$ cat src/rtl/cfg_bar_pkg.sv
package cfg_bar_pkg;

  typedef enum logic [1:0] {
    KIND_MEM32 = 2'd0,
    KIND_MEM64 = 2'd1,
    KIND_IO    = 2'd2,
    KIND_ROM   = 2'd3
  } bar_kind_e;

  // Clamp a requested size exponent to the legal range of a variant.
  function automatic int eff_log2(bar_kind_e kind, int req);
    int lo;
    int hi;
    case (kind)
      KIND_IO:    begin lo = 2;  hi = 8;  end
      KIND_ROM:   begin lo = 11; hi = 31; end
      KIND_MEM64: begin lo = 4;  hi = 63; end
      default:    begin lo = 4;  hi = 31; end
    endcase
    if (req < lo) return lo;
    if (req > hi) return hi;
    return req;
  endfunction

  // Mask of address bits at and above the size boundary.
  function automatic logic [63:0] addr_mask(int l2);
    return ~((64'd1 << l2) - 64'd1);
  endfunction

endpackage

$ cat src/rtl/cfg_bar_dword.sv
module cfg_bar_dword #(
  parameter logic [31:0] WMASK = 32'hFFFF_FFFF
) (
  input  logic        clk,
  input  logic        rst_n,
  input  logic        we,
  input  logic [31:0] wdata,
  output logic [31:0] q
);
  // Only the bits in WMASK are stored; all others stay zero.
  always_ff @(posedge clk) begin
    if (!rst_n)  q <= '0;
    else if (we) q <= wdata & WMASK;
  end
endmodule

$ cat src/rtl/cfg_bar_match.sv
module cfg_bar_match #(
  parameter logic [63:0] AMASK  = 64'hFFFF_FFFF_FFFF_F000,
  parameter bit          NEED_EN = 1'b0
) (
  input  logic [31:0] lo_q,
  input  logic [31:0] hi_q,
  input  logic [63:0] bus_addr,
  output logic        hit
);
  logic [63:0] base;
  logic        addr_eq;

  always_comb begin
    base    = {hi_q, lo_q} & AMASK;
    addr_eq = ((bus_addr & AMASK) == base);
    hit     = addr_eq && (!NEED_EN || lo_q[0]);
  end
endmodule

$ cat src/rtl/cfg_bar_rdmux.sv
module cfg_bar_rdmux #(
  parameter logic [31:0] RO_LO = 32'h0
) (
  input  logic        rd_sel,
  input  logic [31:0] lo_q,
  input  logic [31:0] hi_q,
  output logic [31:0] rd_data
);
  always_comb begin
    if (rd_sel) rd_data = hi_q;
    else        rd_data = lo_q | RO_LO;
  end
endmodule

$ cat src/rtl/cfg_bar.sv
module cfg_bar
  import cfg_bar_pkg::*;
#(
  parameter bar_kind_e KIND      = KIND_MEM32,
  parameter int        SIZE_LOG2 = 20,
  parameter bit        PREFETCH  = 1'b0
) (
  input  logic        clk,
  input  logic        rst_n,
  input  logic        cfg_we,
  input  logic        cfg_sel,
  input  logic [31:0] cfg_wdata,
  input  logic        rd_sel,
  output logic [31:0] rd_data,
  input  logic [63:0] bus_addr,
  output logic        bus_hit
);
  localparam int          L        = eff_log2(KIND, SIZE_LOG2);
  localparam bit          IS64     = (KIND == KIND_MEM64);
  localparam bit          IS_IO    = (KIND == KIND_IO);
  localparam bit          IS_ROM   = (KIND == KIND_ROM);
  localparam logic [63:0] AMASK    = addr_mask(L);
  localparam logic [31:0] LO_WMASK = AMASK[31:0] | (IS_ROM ? 32'd1 : 32'd0);
  localparam logic [31:0] HI_WMASK = IS64 ? AMASK[63:32] : 32'd0;
  localparam logic [31:0] RO_LO    = IS_IO  ? 32'h1 :
                                     IS_ROM ? 32'h0 :
                                     {28'd0, PREFETCH, IS64, 2'b00};

  logic [31:0] lo_q;
  logic [31:0] hi_q;

  cfg_bar_dword #(.WMASK(LO_WMASK)) u_lo (
    .clk   (clk),
    .rst_n (rst_n),
    .we    (cfg_we && !cfg_sel),
    .wdata (cfg_wdata),
    .q     (lo_q)
  );

  generate
    if (IS64) begin : g_hi
      cfg_bar_dword #(.WMASK(HI_WMASK)) u_hi (
        .clk   (clk),
        .rst_n (rst_n),
        .we    (cfg_we && cfg_sel),
        .wdata (cfg_wdata),
        .q     (hi_q)
      );
    end else begin : g_nohi
      assign hi_q = 32'd0;
    end
  endgenerate

  cfg_bar_rdmux #(.RO_LO(RO_LO)) u_rd (
    .rd_sel  (rd_sel),
    .lo_q    (lo_q),
    .hi_q    (hi_q),
    .rd_data (rd_data)
  );

  cfg_bar_match #(.AMASK(AMASK), .NEED_EN(IS_ROM)) u_match (
    .lo_q     (lo_q),
    .hi_q     (hi_q),
    .bus_addr (bus_addr),
    .hit      (bus_hit)
  );
endmodule

$ cat config.mk
export PLATFORM = sky130hd
export DESIGN_NAME = cfg_bar
export DESIGN_NICKNAME = d
export VERILOG_FILES = /design/src/rtl/cfg_bar_pkg.sv /design/src/rtl/cfg_bar_dword.sv /design/src/rtl/cfg_bar_match.sv /design/src/rtl/cfg_bar_rdmux.sv /design/src/rtl/cfg_bar.sv
export SDC_FILE = /design/constraint.sdc
export NUM_CORES = 1
export LEC_CHECK = 0
export BUFFER_PORTS_ARGS = -buffer_cell sky130_fd_sc_hd__buf_2
export CAP_MARGIN = 20
export CORE_ASPECT_RATIO = 0.7
export CORE_MARGIN = 2
export CORE_UTILIZATION = 44
export CTS_BUF_LIST = sky130_fd_sc_hd__clkbuf_4
export CTS_CLUSTER_SIZE = 25
export DETAILED_ROUTE_END_ITERATION = 6
export GPL_ROUTABILITY_DRIVEN = 0
export PLACE_DENSITY_LB_ADDON = 0.1
export SLEW_MARGIN = 0
export SYNTH_ARGS = -nofsm -noshare
export SYNTH_HDL_FRONTEND = slang
export SYNTH_HIERARCHICAL = 1
export SYNTH_SLANG_ARGS = --single-unit
$ cat constraint.sdc
create_clock -name clk -period 2.2 [get_ports clk]
set_clock_uncertainty 0.05 [all_clocks]
set_input_delay 0.44 -clock clk [delete_from_list [all_inputs] [get_ports clk]]
set_output_delay 0.44 -clock clk [all_outputs]
set_load 0.05 [all_outputs]
==> flow_metrics.py <==
metrics = {
    "run_status": {
        "status": "finished clean",
    },
    "placed_design": {
        "portBuffers": 73,
        "post-place-ws_ps": -119.4,
        "hpwl_mm": 2.593,
    },
    "die": {
        "io_pins": 134,
        "die-area_sq_mm": 0.004258,
        "die_x_um": 77.15,
        "start_util_pct": 46.31,
        "core_sq_mm": 0.003558,
        "fp-row-count": 18,
        "die_h_um": 55.20,
    },
    "power_and_ir_drop": {
        "p_sw_share_pct": 44.07,
        "pwr-share-clk_pct": 16.6,
        "leakage_nw": 1.251,
        "vdd_drop_max_mv": 0.2382,
        "powerDensity_mw_per_mm2": 376.1,
        "power.net_switching_w": 0.0003758,
        "power_frac_seq_pct": 27.9,
        "pwr-share-comb_pct": 55.4,
        "p_int_w": 0.0004768,
    },
    "sta": {
        "timing.final.ws_setup_ps": 12.34,
        "post-route-period-util_pct": 99.44,
        "hold_viol_final": 0,
        "fmax_mhz": 457.1,
        "rsz0062_at_grt": "yes",
        "fin_crit_ps": 2188,
        "holdWs_ps": 368.2,
        "slew_violations": 0,
        "finalSetupViolations": 0,
        "finalSetupTns_ps": 0,
    },
    "job": {
        "max_cap_violations": 0,
    },
    "cells_and_area": {
        "largest-register": "u_lo/q",
        "n_fill_cell": 339,
        "final_core_util_pct": 63.71,
        "reg.largest.list": "u_lo/q: 12 flops",
        "largest_reg_flops": 12,
        "drive_above_1_share_pct": 40.61,
        "seq_area_sq_um": 245.2,
        "nets": 395,
        "diodes": 0,
        "multi_input_area_sq_mm": 0.001519,
        "area_delta_synth_final_pct": 37.59,
    },
    "logic_synthesis": {
        "synth_cell_type_count": 16,
        "ys.flop_type": "dfxtp_1",
        "yosysTopAreaCell": "mux2_4",
        "seq_area_frac_synth_pct": 14.58,
        "syn_avg_cell_area_sq_um": 10.56,
        "synthTopCellsByArea": "mux2_4 27%, xor2_1 23%, dfxtp_1 15%",
        "synth_enable_flop_cells": 0,
        "synth_cells": 156,
        "yosysMostFrequentCell": "xor2_1",
        "ys_warn_count": 6,
        "synth_async_sr_flop_share_pct": 0,
        "synth_area_sq_mm": 0.001648,
        "synth-seq-cells": 12,
        "synth_commonest_cells": "44 x xor2_1, 30 x mux2_4, 20 x buf_4",
        "yosys.area.top_type_share_pct": 27.33,
    },
    "grt": {
        "antenna_found_initial": 0,
        "grt_max_degree": 13,
        "grt_pass1_wl_mm": 5.195,
        "grt_pass1_vias": 1212,
        "grt-ovfl-total": 0,
        "track_usage_pct": 14.85,
    },
    "clock_tree": {
        "cts-buffers-inserted": 3,
        "cts_tree": "done",
        "ctsHoldBuffers": 0,
        "clock_latency_ps": 270,
        "root_buffer": "clkbuf_4",
        "cts.sinks": 12,
        "post-cts-setup-buffers": 0,
        "clkTransAtPathRegs_ps": 80,
        "cts_buffer_depth": 2,
        "cts.htree.levels": 1,
    },
    "route": {
        "drc": 0,
        "drtIter0Drc": 18,
        "num_vias": 1301,
        "firstDrtPassIters": 3,
        "vias_per_cell": 3.793,
        "postRouteAntennaNets": 0,
        "wl_mm": 3.082,
        "wl_per_cell_um": 8.985,
    },
    "setup_path": {
        "startpoint_type": "register",
        "worstPathArrival_ps": 1700,
        "critPathKind": "register to output port",
        "worst_setup_path_end_kind": "output port",
        "cp_max_fo": 3,
        "cp.required_ps": 1710,
    },
    "worst_hold_path": {
        "hold_class": "input pin to register",
    },
}
-- critical path: stages, from the launching register on --
cell and delay, ps:
dfxtp_4 370, xor2_4 160, nor4_4 250, buf_4 150, nand4_1 120, nor3_2 200
buf_6 180
-- kinds of logic after synthesis --
kind of cell	Yosys count	synth area share, %
and+or+nand+nor	28	11.24
DFF	12	14.58
other	2	0.4558
buffers and inverters	26	14.35
xor gates and xnor gates	44	23.39
muxes	44	35.99
-- timing repair --
item,4_1_cts,5_1_grt
pin swaps,1,3
gates resized for setup,5,5
endpoints found under the hold margin,0,0
setup endpoints to repair,1,1
-- layout make-up --
class                      instances  share of cell area [%]
multi-input combinational        200                   67.00
tap                               50                   2.759
timing repair buffer              77                   18.27
sequential                        12                   10.82
clock buffer                       3                  0.9934
clock inverter                     1                  0.1656
-- metrics by stage --
step	power (W)	instances	area, sq um
floorplan	0.0006462	238	1956
detailed placement	0.0007012	339	2190
finish	0.0008526	343	2267
global placement	0.0006985	339	2190
CTS	0.0008464	343	2236
global route	0.0009057	343	2267
-- power groups by stage --
stage	registers [W]	logic, W	clock network, W
after CTS	0.000238	0.000463	0.000145
after global routing	0.000240	0.000510	0.000156
after detailed placement	0.000243	0.000458	0
after floorplan	0.000240	0.000406	0
final	0.000238	0.000472	0.000142
after global placement	0.000243	0.000455	0
-- routing by layer --
metal	routed length [um]	GRT usage (%)
met5	0	0
met4	11	1.531
met3	302	5.392
met2	1389	24.72
met1	1379	19.13
-- cell usage in the layout, fill, tap and decap left out, drive strengths merged --
cell type	synthesis	final
buf	25	77
clkbuf	1	3
clkinv	0	1
conb	2	84
dfxtp	12	12
mux2	32	32
mux2i	12	12
nand3	1	1
nand4	2	2
nor2b	13	13
nor3	1	1
nor4	11	11
xor2	44	44
-- worst paths after layout --
check / startpoint / end / slack, ps / cells past startpoint
hold reg to reg: u_lo/q[22] / u_lo/q[22] / 500 / 2
hold / removal: cfg_wdata[22] / u_lo/q[22] / 370 / 3
setup / recovery: u_lo/q[27] / bus_hit / 10 / 6
setup reg to reg: u_lo/q[31] / u_lo/q[31] / 1470 / 2
(Power assumes the default switching activity.)
